===== src/rtl/gn_pkg.sv =====
package gn_pkg;

  localparam int FSEL_W = 2;

  localparam logic [1:0] CLIP_NONE    = 2'd0;
  localparam logic [1:0] CLIP_POSONLY = 2'd1;
  localparam logic [1:0] CLIP_SYM     = 2'd2;

  // control -> datapath strobes
  typedef struct packed {
    logic              load;
    logic [FSEL_W-1:0] field;
  } gnStrobe_t;

endpackage


===== src/rtl/gn_control.sv =====
module gn_control
  import gn_pkg::*;
#(
  parameter int ACC_W      = 32,
  parameter int FIELD_W    = 20,
  parameter int STEP       = 4,
  parameter int HOLD_LINES = 10,
  localparam int NF        = (ACC_W - FIELD_W) / STEP + 1,
  localparam int SIGN_W    = 1 + STEP * (NF - 1)
) (
  input  logic              clk,
  input  logic              rstN,
  input  logic              inValid,
  input  logic [SIGN_W-1:0] signBits,
  input  logic              lineSync,
  input  logic              regUpdate,
  input  logic              autoEn,
  input  logic [FSEL_W-1:0] manualField,
  output gnStrobe_t         strobe,
  output logic [FSEL_W-1:0] fieldInd
);

  localparam int CNT_W = $clog2(HOLD_LINES + 1);
  localparam logic [FSEL_W-1:0] LOWEST = FSEL_W'(NF - 1);

  logic [NF-2:0]     mixed;
  logic [FSEL_W-1:0] cand;
  logic [CNT_W-1:0]  lineCnt;
  logic              armed;
  logic [FSEL_W-1:0] trackField;

  // a group is "mixed" when its leading bits are not all sign copies
  for (genvar k = 0; k < NF - 1; k++) begin : g_grp
    localparam int GW = 1 + STEP * (k + 1);
    logic [GW-1:0] grp;
    assign grp      = signBits[SIGN_W-1 -: GW];
    assign mixed[k] = ~((&grp) | ~(|grp));
  end

  always_comb begin
    cand = LOWEST;
    for (int k = NF - 2; k >= 0; k--) begin
      if (mixed[k]) cand = FSEL_W'(k);
    end
  end

  // hold-off: line syncs counted since the last update
  always_ff @(posedge clk) begin
    if (!rstN || regUpdate) begin
      lineCnt <= '0;
    end else if (lineSync && !armed) begin
      lineCnt <= lineCnt + CNT_W'(1);
    end
  end

  assign armed = (lineCnt == CNT_W'(HOLD_LINES));

  // sticky tracker, ratchets toward lower codes only
  always_ff @(posedge clk) begin
    if (!rstN || regUpdate) begin
      trackField <= LOWEST;
    end else if (armed && inValid && (cand < trackField)) begin
      trackField <= cand;
    end
  end

  assign strobe.load  = inValid;
  assign strobe.field = autoEn ? trackField : manualField;
  assign fieldInd     = trackField;

endmodule


===== src/rtl/gn_datapath.sv =====
module gn_datapath
  import gn_pkg::*;
#(
  parameter int ACC_W   = 32,
  parameter int FIELD_W = 20,
  parameter int STEP    = 4,
  parameter int GAIN_W  = 4,
  parameter int OUT_W   = 16,
  localparam int NF     = (ACC_W - FIELD_W) / STEP + 1,
  localparam int PROD_W = FIELD_W + GAIN_W
) (
  input  logic              clk,
  input  logic              rstN,
  input  logic [ACC_W-1:0]  accIn,
  input  logic [GAIN_W-1:0] gain,
  input  logic [1:0]        clipMode,
  input  gnStrobe_t         strobe,
  output logic [OUT_W-1:0]  outData,
  output logic              outValid,
  output logic              overflow
);

  localparam int HEAD_W = PROD_W - OUT_W + 1;
  localparam logic [OUT_W-1:0] MAXP = {1'b0, {(OUT_W-1){1'b1}}};
  localparam logic [OUT_W-1:0] MAXN = {1'b1, {(OUT_W-1){1'b0}}};

  logic [FIELD_W-1:0]       fields [NF];
  logic [FIELD_W-1:0]       selField;
  logic signed [PROD_W-1:0] fExt, gExt, prod, scaled;
  logic [HEAD_W-1:0]        head;
  logic [OUT_W-1:0]         mid, clipped;
  logic                     ovf, neg;

  for (genvar k = 0; k < NF; k++) begin : g_win
    assign fields[k] = accIn[ACC_W-1-STEP*k -: FIELD_W];
  end

  assign selField = fields[strobe.field];
  assign fExt     = {{GAIN_W{selField[FIELD_W-1]}}, selField};
  assign gExt     = {{FIELD_W{1'b0}}, gain};
  assign prod     = fExt * gExt;
  assign scaled   = prod >>> GAIN_W;
  assign mid      = scaled[OUT_W-1:0];
  assign head     = scaled[PROD_W-1:OUT_W-1];
  assign ovf      = ~((&head) | ~(|head));
  assign neg      = scaled[PROD_W-1];

  always_comb begin
    clipped = mid;
    case (clipMode)
      CLIP_POSONLY: begin
        if (neg)      clipped = '0;
        else if (ovf) clipped = MAXP;
      end
      CLIP_SYM: begin
        if (ovf) clipped = neg ? MAXN : MAXP;
      end
      default: clipped = mid;
    endcase
  end

  always_ff @(posedge clk) begin
    if (!rstN) begin
      outData  <= '0;
      overflow <= 1'b0;
      outValid <= 1'b0;
    end else begin
      outValid <= strobe.load;
      if (strobe.load) begin
        outData  <= clipped;
        overflow <= ovf;
      end
    end
  end

endmodule


===== src/rtl/autorange_normalizer.sv =====
module autorange_normalizer
  import gn_pkg::*;
#(
  parameter int ACC_W      = 32,
  parameter int FIELD_W    = 20,
  parameter int STEP       = 4,
  parameter int GAIN_W     = 4,
  parameter int OUT_W      = 16,
  parameter int HOLD_LINES = 10,
  localparam int NF        = (ACC_W - FIELD_W) / STEP + 1,
  localparam int SIGN_W    = 1 + STEP * (NF - 1)
) (
  input  logic              clk,
  input  logic              rstN,
  input  logic              inValid,
  input  logic [ACC_W-1:0]  accIn,
  input  logic              lineSync,
  input  logic              regUpdate,
  input  logic [FSEL_W-1:0] manualField,
  input  logic              autoEn,
  input  logic [GAIN_W-1:0] gain,
  input  logic [1:0]        clipMode,
  output logic [OUT_W-1:0]  outData,
  output logic              outValid,
  output logic [FSEL_W-1:0] fieldInd,
  output logic              overflow
);

  gnStrobe_t strobe;

  gn_control #(
    .ACC_W(ACC_W), .FIELD_W(FIELD_W), .STEP(STEP), .HOLD_LINES(HOLD_LINES)
  ) u_ctrl (
    .clk        (clk),
    .rstN       (rstN),
    .inValid    (inValid),
    .signBits   (accIn[ACC_W-1 -: SIGN_W]),
    .lineSync   (lineSync),
    .regUpdate  (regUpdate),
    .autoEn     (autoEn),
    .manualField(manualField),
    .strobe     (strobe),
    .fieldInd   (fieldInd)
  );

  gn_datapath #(
    .ACC_W(ACC_W), .FIELD_W(FIELD_W), .STEP(STEP), .GAIN_W(GAIN_W), .OUT_W(OUT_W)
  ) u_dp (
    .clk     (clk),
    .rstN    (rstN),
    .accIn   (accIn),
    .gain    (gain),
    .clipMode(clipMode),
    .strobe  (strobe),
    .outData (outData),
    .outValid(outValid),
    .overflow(overflow)
  );

endmodule


===== config.mk =====
export PLATFORM = sky130hd
export DESIGN_NAME = autorange_normalizer
export DESIGN_NICKNAME = d
export VERILOG_FILES = /design/src/rtl/gn_pkg.sv /design/src/rtl/gn_control.sv /design/src/rtl/gn_datapath.sv /design/src/rtl/autorange_normalizer.sv
export SDC_FILE = /design/constraint.sdc
export NUM_CORES = 1
export LEC_CHECK = 0
export ABC_AREA = 0
export ABC_CLOCK_PERIOD_IN_PS = 12800
export BUFFER_PORTS_ARGS = -buffer_cell sky130_fd_sc_hd__buf_2
export CAP_MARGIN = 20
export CORE_MARGIN = 2
export CORE_UTILIZATION = 54
export CTS_CLUSTER_DIAMETER = 80
export DETAILED_ROUTE_END_ITERATION = 16
export PLACE_DENSITY = 0.82
export REMOVE_ABC_BUFFERS = 1
export SLEW_MARGIN = 20
export SYNTH_ARGS = -nofsm -noshare
export SYNTH_HDL_FRONTEND = slang
export SYNTH_SLANG_ARGS = --single-unit

===== constraint.sdc =====
create_clock -name clk -period 12.8 [get_ports clk]
set_input_delay 0.64 -clock clk [delete_from_list [all_inputs] [get_ports clk]]
set_output_delay 0.64 -clock clk [all_outputs]
set_load 0.05 [all_outputs]

==> impl_results.md, run 1 <==
- Fmax: 0.1575 GHz
- Logic pwr share: 0.789
- CORE AREA: approximately 8600 um2
- Cts repair resizes: 0
- CP max stage cell: mux4_2
- Post-synth EDFFs: 0
- First-pass GRT wire length: approximately 19000 um
- Root Buffer: clkbuf_8
- Critical Path Start: autoEn
- Fin crit share: 0.4959
- Count of final hold-check violations: 0
- Ys flop type: dfxtp_1
- Cells after Synth: roughly 600
- Initial DRC Count: roughly 160
- Share of cells above drive strength 1: 0.1646
- DP Area: roughly 5200 um2
- Drt drc: 0
- Post-CTS setup buffers: 0
- CTS H-Tree Depth: 1
- Unique masters post-synth: 61
- Cell Rows: 34
- Post-Route WL: ~11000 um
- CTS tree: built
- Hold_buf cts: 0
- Via count: 4209
- GRT Residual Overflow: 0
- Max transition margin: 0.5935
- Clk pwr share: 0.075
- Fin nets: 772
- Io pins: 66
- Setup_tns: 0 ns
- CP endpoint kind: flop
- Fill cells: roughly 780
- Fin cells: ~750
- Worst min path class: flop to flop
- Die area: approximately 9600 um2
- DIE WIDTH: 98.07 um
- RSZ-0062 raised after global routing: no
- Clk_lat worst skew: between 0.2 and 0.3 ns
- Ys Warns: 0
- Initial antenna violation count: 0
- Minimum clock period: about 6.3 ns
- First drt pass iteration count: 5
- Slew @ Worst Pin: between 0.6 and 0.7 ns
- Die Y-Extent: approximately 98 um
- Tot Pwr: around 0.00069 W
- Startpoint types: input pin
- Finish-stage setup viols: 0
- Register share of total power: 0.136
- Synth Register Bits: 24
- Avg WL per Cell: about 15 um
- Setup Skew: about 0.0051 ns
- Routability congestion estimate: 0.8733
- Post-layout util: 0.6061
- Worst Hold Launch: u_dp.outData[2]
- Antenna Nets Post-Route: 0
- DP HPWL: 9586 um
- Vias/cell: about 5.6
- Worst Path Required: between 10 and 15 ns
- Most frequent cells after synthesis: inv_1, nand2_1, and2_1
- Count leader, synth: inv_1
- Mapped Area: between 4000 and 5000 um2
- Crit Reg-Reg Startpoint: u_ctrl.fieldInd[0]
- Crit Path Class: input pin to flop
- Leak pwr: roughly 2.6 nW
- Initial Utilization: 0.5533
- Layout area overhead: 9.531%
- Net Sw Power: 0.0003736 W
- Maximum vdd ir drop: 0.04807 mV
- Status: finished clean
- Register area share after synthesis: 0.1005
- Maxcap violations: 0
- Synth Area per Inst: roughly 8.1 um2
- Clock Pin Slew Worst Setup and Hold Paths: ~0.08 ns
- Pint: approximately 0.00031 W
- Cells after DPL: 741
- GRT Resource Usage Total: 0.2353
- CP cell instances: buf_2 > mux2i_4 > buf_8 > mux4_2 > and2_1 > ha_1 > fa_1 > inv_1 > fa_1 > inv_1 > ha_1 > a21oi_1 > nor2_1 > o41ai_1 > nand3_1 > o21ai_0 > nand4_1 > or3_1 > a221oi_1 > o21ai_1
- Area leader, netlist: fa_1
- Vias in the first global route: around 4200
- Net Sw Frac: 0.5430
- Max Transition Viols Final: 0
- Synth top area share: 0.1634
- Cell area after layout: around 5200 um2
- IO Port Bufs: 65
- Slowest cell delay on critical path: slightly below 0.6 ns
- Largest net degree at the start of global routing: 25
- Total CTS buffers: 3
- Synth area leaders: fa_1, ha_1, dfxtp_1
- Reg-to-reg setup timing slack: approximately 6.7 ns
- Worst-path fanout max: 17
- Crit path DAT: approximately 6.5 ns
- Async S/R FF share, synth: 0
- ANT cells: 0
- CTS max path bufs: 2
- CTS sink count: 24
- Power density over the cells: 131.5 nW/um2
-- per-layer routing --
metal  share of wire  track usage  vias to the layer above
met5               0            0                        -
met4           0.015      0.05021                        0
met3           0.049      0.01933                       18
met2            0.48       0.4210                      141
met1            0.45       0.3119                     1981
li1                -            -                     2069
-- flip-flops by register name, indices dropped and copies added, names as in the netlist --
name,cells
u_ctrl.fieldInd,2
u_dp.outValid,1
u_ctrl.lineCnt,4
u_dp.outData,16
u_dp.overflow,1
-- logic make-up (layout without fill, tap and decap cells) --
family | count (synthesis) | after routing | synth area share
flops | 24 | 24 | 0.1005
fa+ha+maj | 87 | 87 | 0.2891
compound gates | 109 | 109 | 0.1493
buf+inv | 122 | 170 | 0.09584
xor+xnor | 24 | 24 | 0.04713
simple gates | 197 | 197 | 0.2168
mux | 27 | 27 | 0.1013
-- final timing paths --
path / endpoint / cells past startpoint
min reg2reg: u_dp.outData[2] / 2
max: u_dp.outData[14] / 20
min: u_dp.outData[2] / 2
max reg2reg: u_dp.outData[14] / 19
-- area by class of cell --
class / instances / area (um2) / share of cell area
clock buffer: 4 / 55.05 / 0.01052
inverter: 99 / 371.6 / 0.07100
multi-input combinational: 444 / 3844 / 0.7344
sequential: 24 / 480.5 / 0.09180
tap: 108 / 135.1 / 0.02582
timing repair buffer: 67 / 347.8 / 0.06646
-- through the flow --
step                      hold WS [ns]  setup WS [ns]
after global placement          0.4348          6.098
after CTS                       0.4508          6.241
after global routing            0.4722          6.059
after floorplan                 0.4795          6.483
after detailed placement        0.4397          5.957
final                           0.4475          6.452
-- worst max-delay path, delay by kind of cell --
kind                     cells  cell delay (ns)
AO/OA/AOI/OAI                5             1.46
buffers and inverters        4             0.49
adder cells (fa/ha/maj)      4             1.79
multiplexers                 2             1.06
AND/OR/NAND/NOR              5             1.04
-- cell usage in the layout (no fill, tap or decap), types with 2 or more instances in the layout --
| master | n |
|---|---|
| inv_1 | 99 |
| nand2_1 | 67 |
| buf_2 | 65 |
| and2_1 | 58 |
| ha_1 | 48 |
| fa_1 | 39 |
| a21oi_1 | 37 |
| nor2_1 | 25 |
| o21ai_0 | 25 |
| dfxtp_1 | 24 |
| mux4_2 | 16 |
| xor2_1 | 12 |
| nand4_1 | 11 |
| xnor2_1 | 10 |
| mux2i_1 | 8 |
| o21ai_1 | 7 |
| nand3_1 | 6 |
| a211oi_1 | 6 |
| nor2b_1 | 4 |
| nor3_1 | 4 |
| clkbuf_8 | 4 |
| or4_1 | 3 |
| nand2b_1 | 3 |
| a21o_1 | 3 |
| o31ai_1 | 3 |
| or3_1 | 3 |
| o21a_1 | 3 |
| and4_1 | 2 |
| and3_1 | 2 |
| o211ai_1 | 2 |
| xor2_2 | 2 |
| a22oi_1 | 2 |
| a221oi_1 | 2 |
| a31oi_2 | 2 |
| o21bai_1 | 2 |
-- power groups by stage --
stage	clock [W]	combinational, W	sequential, W
after global routing	0.0000548	0.000607	0.0000955
after global placement	0	0.000527	0.0000949
after floorplan	0	0.000372	0.000141
final	0.0000513	0.000543	0.0000938
after CTS	0.0000517	0.000541	0.0000941
after detailed placement	0	0.000538	0.0000958
Power figures use the tool's default switching activity.
==> inputs of run 2 (changes only) <==
Settings changed: ABC_CLOCK_PERIOD_IN_PS 12800 to 5500, PLACE_DENSITY 0.82 to 0.85.
Clock period 12.8 ns to 5.5 ns, I/O delays scaled along.
==> run 2 against run 1 <==
  * The run now ends with negative setup slack left
  * Power rose to 3.4 times the previous value
  * Routed wire length up 37%
  * Sequential power up 130%
  * Critical path type is now flop to flop
  * Largest power group unchanged
==> impl_results.md, run 2 (same netlist as run 1, synthesis figures left out) <==
- Vias/cell: 5.767 (+2.2%)
- Initial Utilization: 0.5533 (unchanged)
- Minimum clock period: 5.622 ns
- Status: complete, but fails checks
- CTS max path bufs: 2 (unchanged)
- GRT Residual Overflow: 0 (unchanged)
- Share of cells above drive strength 1: 0.4149 (+0.2503)
- First-pass GRT wire length: 20500 um (+7.6%)
- Finish-stage setup viols: 15 (+15)
- Crit Reg-Reg Startpoint: u_ctrl.fieldInd[0]
- Fin nets: 874 (+13%)
- Post-layout util: 0.7834 (+0.1773)
- First drt pass iteration count: 5 (unchanged)
- CTS tree: built
- Startpoint types: flop
- Worst-path fanout max: 5 (-12)
- CTS sink count: 24 (unchanged)
- Count of final hold-check violations: 0 (unchanged)
- Antenna Nets Post-Route: 0 (unchanged)
- Top reg by flops: u_dp.outData
- CTS H-Tree Depth: 1 (unchanged)
- Slew @ Worst Pin: 0.5457 ns (-0.06205 ns)
- Leak pwr: 3.177 nW (+23%)
- Total CTS buffers: 3 (unchanged)
- Clk_lat worst skew: 0.27 ns (about the same)
- Initial DRC Count: 291 (+80%)
- Violated checks: negative setup slack
- ANT cells: 0 (unchanged)
- Max Transition Viols Final: 0 (unchanged)
- Initial antenna violation count: 0 (unchanged)
- Critical Path Start: u_ctrl.fieldInd[0]
- Worst Hold Launch: regUpdate
- RSZ-0062 raised after global routing: yes
- GRT Resource Usage Total: 0.2518 (+0.01650)
- Commonest non-fill, non-tap cell in the layout: inv_1
- Avg WL per Cell: 17.91 um (+21%)
- DP HPWL: 10180 um (+6.2%)
- Reg-to-reg setup timing slack: -0.12 ns (-6.78 ns)
- Final worst slack: -0.1224 ns (-6.575 ns)
- Fin cells: 848 (+14%)
- Post-Route WL: 15180 um (+37%)
- Layout area overhead: 41.58%
- Fill cells: 530 (-32%)
- Maximum vdd ir drop: 0.2005 mV (+320%)
- Commonest non-fill, non-tap cells in the layout: inv_1, buf_4, buf_2
- Max reg flops: 16 (unchanged)
- Maxcap violations: 0 (unchanged)
- Cells after DPL: 810 (+9.3%)
- Power density over the cells: 349.4 nW/um2 (+170%)
- Die Y-Extent: 98.07 um (unchanged)
- Via count: 4890 (+16%)
- Max transition margin: 0.6353 (+0.04184)
- Worst min path class: input pin to flop
- Routability congestion estimate: 0.9725 (+11%)
- CP endpoint kind: flop
- Crit Path Class: flop to flop
- Clock Pin Slew Worst Setup and Hold Paths: 0.09 ns (about the same)
- Worst Path Required: 5.66 ns (-7.29 ns)
- Io pins: 66 (unchanged)
- IO Port Bufs: 65 (unchanged)
- Setup Skew: 0.007685 ns (+0.002553 ns)
- Largest net degree at the start of global routing: 23 (-8.0%)
- Drt drc: 0 (unchanged)
- Cell Rows: 34 (unchanged)
- Vias in the first global route: 4588 (+8.5%)
- Die area: 9617 um2 (unchanged)
- Fmax: 0.1779 GHz
- Root Buffer: clkbuf_8
- DIE WIDTH: 98.07 um (unchanged)
- Fin crit share: 1.022
- CORE AREA: 8636 um2 (unchanged)
- Crit path DAT: 5.78 ns (-0.72 ns)
run 2: layer usage:
| metal | part of all wire | global-route usage | up-vias |
|---|---|---|---|
| li1 | - | - | 2274 |
| met1 | 0.40 | 0.3262 | 2366 |
| met2 | 0.52 | 0.4579 | 209 |
| met3 | 0.053 | 0.009306 | 41 |
| met4 | 0.028 | 0.07372 | 0 |
| met5 | 0 | 0 | - |
run 2: final cells by class:
type | count | area (um2) | share of cell area
clock buffer | 4 | 55.05 | 0.008138
inverter | 99 | 371.6 | 0.05493
multi-input combinational | 445 | 4533 | 0.6701
sequential | 24 | 481.7 | 0.07120
tap | 108 | 135.1 | 0.01997
timing repair buffer | 168 | 1189 | 0.1757
run 2: path summary, 6_finish.rpt:
path,end,cells past startpoint
setup / recovery,u_dp.outData[14],21
hold / removal,u_ctrl.fieldInd[0],3
setup reg to reg,u_dp.outData[14],21
hold reg to reg,u_dp.outData[4],2
run 2: through the flow:
stage	hold WS, ns	setup slack [ns]	area [um2]	TNS (ns)	total power (W)
detailed placement	0.4392	-0.3723	5707	-3.982	0.001709
global placement	0.4336	-0.2554	5707	-2.433	0.001674
CTS	0.2117	0.002700	5873	0	0.001914
global route	0.2265	-0.2435	6765	-3.242	0.002512
floorplan	0.3775	-0.7039	4692	-11.43	0.001192
finish	0.2064	-0.1224	6765	-1.176	0.002363
run 2: what timing repair did:
item,4_1_cts,5_1_grt
setup buffers,5,26
hold buffers,0,0
endpoints found under the setup margin,16,17
pin swaps,8,56
resized for setup,13,124
gates cloned,0,3
run 2: critical path: stages, from the launching register on:
cell and delay (ns):
dfxtp_2 0.34, mux2i_4 0.23, buf_12 0.17, buf_8 0.13, mux4_2 0.54, and2_4 0.20, ha_4 0.24, fa_1 0.55
inv_1 0.08, fa_1 0.50, inv_1 0.07, ha_4 0.28, nand4_1 0.22, buf_4 0.22, nor4b_4 0.24, o41ai_2 0.12
nand3_1 0.17, or3_4 0.16, nand4_1 0.19, or3_4 0.41, a221oi_4 0.34, o21ai_1 0.09
run 2: power breakdown:
part / internal (W) / switching (W) / total, W / leakage [nW]
clock network: 0.0000640 / 0.0000569 / 0.000121 / 0.0288
registers: 0.000205 / 0.0000137 / 0.000218 / 0.197
logic: 0.000910 / 0.00111 / 0.00202 / 2.95
total: 0.00118 / 0.00119 / 0.00236 / 3.18
==> inputs of run 3 (changes only) <==
Settings changed: CORE_ASPECT_RATIO set to 1.4.
==> run 3 against run 2 <==
  * Die area is 0.11% higher
  * Largest power group unchanged
  * The flow still finishes with violations (negative setup slack)
  * Cell count is 2.9% lower
  * Flip-flop and latch count stayed put
  * Combinational power is 11% lower
  * Clock-buffer cell count is 1 lower
  * First-iteration DRC count is 3.4% lower
  * Critical path depth is 2 higher
==> impl_results.md, run 3 (same netlist as run 1, synthesis figures left out) <==
- Avg WL per Cell: 17.52 um (-2.2%)
- First drt pass iteration count: 5 (unchanged)
- DP Area: 5658 um2 (-0.85%)
- RSZ-0062 raised after global routing: yes
- Startpoint types: flop
- IO Port Bufs: 65 (unchanged)
- Commonest non-fill, non-tap cell in the layout: inv_1
- Final worst slack: -0.02394 ns (+0.09847 ns)
- Die area: 9628 um2 (+0.11%)
- Top reg by flops: u_dp.outData
- Power density over the cells: 341.0 nW/um2 (-2.4%)
- GRT Resource Usage Total: 0.2500 (-0.001737)
- Crit path DAT: 5.67 ns (-0.11 ns)
- CTS max path bufs: 2 (unchanged)
- Antenna Nets Post-Route: 0 (unchanged)
- CP cell instances: mux2i_4 > buf_12 > buf_6 > mux4_2 > and2_4 > ha_2 > fa_1 > inv_1 > fa_1 > inv_1 > ha_4 > buf_4 > buf_4 > nand2_1 > nor2_1 > a21oi_1 > nand3_1 > or3_4 > a22oi_2 > a31oi_2 > buf_4 > nor2_4 > a21oi_1
- Setup_tns: -0.07369 ns (+1.102 ns)
- Worst min path class: input pin to flop
- CTS tree: built
- Max transition margin: 0.5912 (-0.04411)
- Final hold slack: 0.2290 ns (+0.02261 ns)
- Initial antenna violation count: 0 (unchanged)
- CP max stage cell: fa_1
- Drt drc: 0 (unchanged)
- Io pins: 66 (unchanged)
- First-pass GRT wire length: 20040 um (-2.2%)
- Max reg flops: 16 (unchanged)
- Crit Reg-Reg Startpoint: u_ctrl.fieldInd[0]
- CTS H-Tree Depth: 1 (unchanged)
- ANT cells: 0 (unchanged)
- Fin nets: 852 (-2.5%)
- CORE AREA: 8608 um2 (-0.32%)
- Die Y-Extent: 115.3 um (+18%)
- Largest net degree at the start of global routing: 23 (unchanged)
- Fmax: 0.1810 GHz (+1.8%)
- CP endpoint kind: flop
- Commonest non-fill, non-tap cells in the layout: inv_1, buf_4, nand2_1
- Minimum clock period: 5.524 ns (-0.09847 ns)
- Vias in the first global route: 4609 (+0.46%)
- Slowest cell delay on critical path: 0.59 ns (+0.04 ns)
- CTS sink count: 24 (unchanged)
- DP HPWL: 10190 um (about the same)
- Initial DRC Count: 281 (-3.4%)
- Slew @ Worst Pin: 0.6113 ns (+0.06564 ns)
- Post-Route WL: 14420 um (-5.1%)
- Cell repeated most along the worst path: buf_4
- Critical Path Start: u_ctrl.fieldInd[0]
- Initial Utilization: 0.5551 (+0.001769)
- Clock Pin Slew Worst Setup and Hold Paths: 0.06 ns (-0.03 ns)
- Worst Path Required: 5.65 ns (about the same)
- Vias/cell: 5.930 (+2.8%)
- Clk_lat worst skew: 0.26 ns (about the same)
- Crit Path Class: flop to flop
- Routability congestion estimate: 0.9544 (-1.9%)
- Total CTS buffers: 3 (unchanged)
- Count of final hold-check violations: 0 (unchanged)
- Maxcap violations: 0 (unchanged)
- Layout area overhead: 35.85%
- Finish-stage setup viols: 5 (-10)
- Cell Rows: 40 (+18%)
- Maximum vdd ir drop: 0.3669 mV (+83%)
- DIE WIDTH: 83.50 um (-15%)
- Status: complete, but fails checks
- Via count: 4880 (-0.20%)
- GRT Residual Overflow: 0 (unchanged)
- Root Buffer: clkbuf_16
- Violated checks: negative setup slack
- Fill cells: 604 (+14%)
- Leak pwr: 3.039 nW (-4.3%)
- Max Transition Viols Final: 0 (unchanged)
- Setup Skew: 0.0008717 ns (-0.006813 ns)
- Share of cells above drive strength 1: 0.3593 (-0.05553)
- Fin crit share: 1.004 (-0.01790)
- Worst-path fanout max: 5 (unchanged)
- Cell area after layout: 6491 um2 (-4.1%)
- Worst Hold Launch: regUpdate
run 3: cell type report:
cell class,count,area (um2),share of cell area
inverter,99,371.6,0.05725
timing repair buffer,146,1008,0.1554
clock inverter,1,30.03,0.004626
sequential,24,484.2,0.07460
clock buffer,3,75.07,0.01157
multi-input combinational,445,4390,0.6764
tap,105,131.4,0.02024
run 3: layer usage:
layer / GRT usage / share of wire
met1: 0.2762 / 0.37
met2: 0.4935 / 0.54
met3: 0.01364 / 0.042
met4: 0.1086 / 0.052
met5: 0 / 0
run 3: stage by stage:
| stage | cells | total power [W] | setup slack (ns) | util |
|---|---|---|---|---|
| floorplan | 567 | 0.001192 | -0.7039 | - |
| global placement | 801 | 0.001628 | -0.1425 | 0.6573 |
| detailed placement | 801 | 0.001668 | -0.2501 | 0.6573 |
| CTS | 807 | 0.001914 | 0.02141 | 0.6759 |
| global route | 823 | 0.002374 | -0.1842 | 0.7541 |
| finish | 823 | 0.002213 | -0.02394 | 0.7541 |
run 3: power by group:
part	total, W	switching [W]	internal (W)
Combinational	0.00179	0.000987	0.000798
Clock	0.000209	0.0000638	0.000145
Sequential	0.000219	0.0000144	0.000204
run 3: worst max-delay path, delay by kind of cell (launching register included):
kind	cells	cell delay, ns
AO/OA/AOI/OAI	4	0.67
flip-flops	1	0.36
AND/OR/NAND/NOR	6	1.12
multiplexers	2	0.84
buffers and inverters	7	0.92
adder cells (fa/ha/maj)	4	1.51
run 3: repair_timing:
action,in CTS,in global routing
hold buffers,0,0
setup endpoints to repair,15,17
gates cloned,0,4
hold endpoints to repair,0,0
resized for setup,8,92
setup buffers,2,12
pin swaps,3,24
run 3: final timing paths:
path / endpoint / slack (ns) / cells past startpoint
worst max register to register: u_dp.outData[7] / -0.02 / 23
worst min register to register: u_dp.outData[4] / 0.44 / 2
worst max-delay path: u_dp.outData[7] / -0.02 / 23
worst min-delay path: u_ctrl.fieldInd[1] / 0.23 / 3
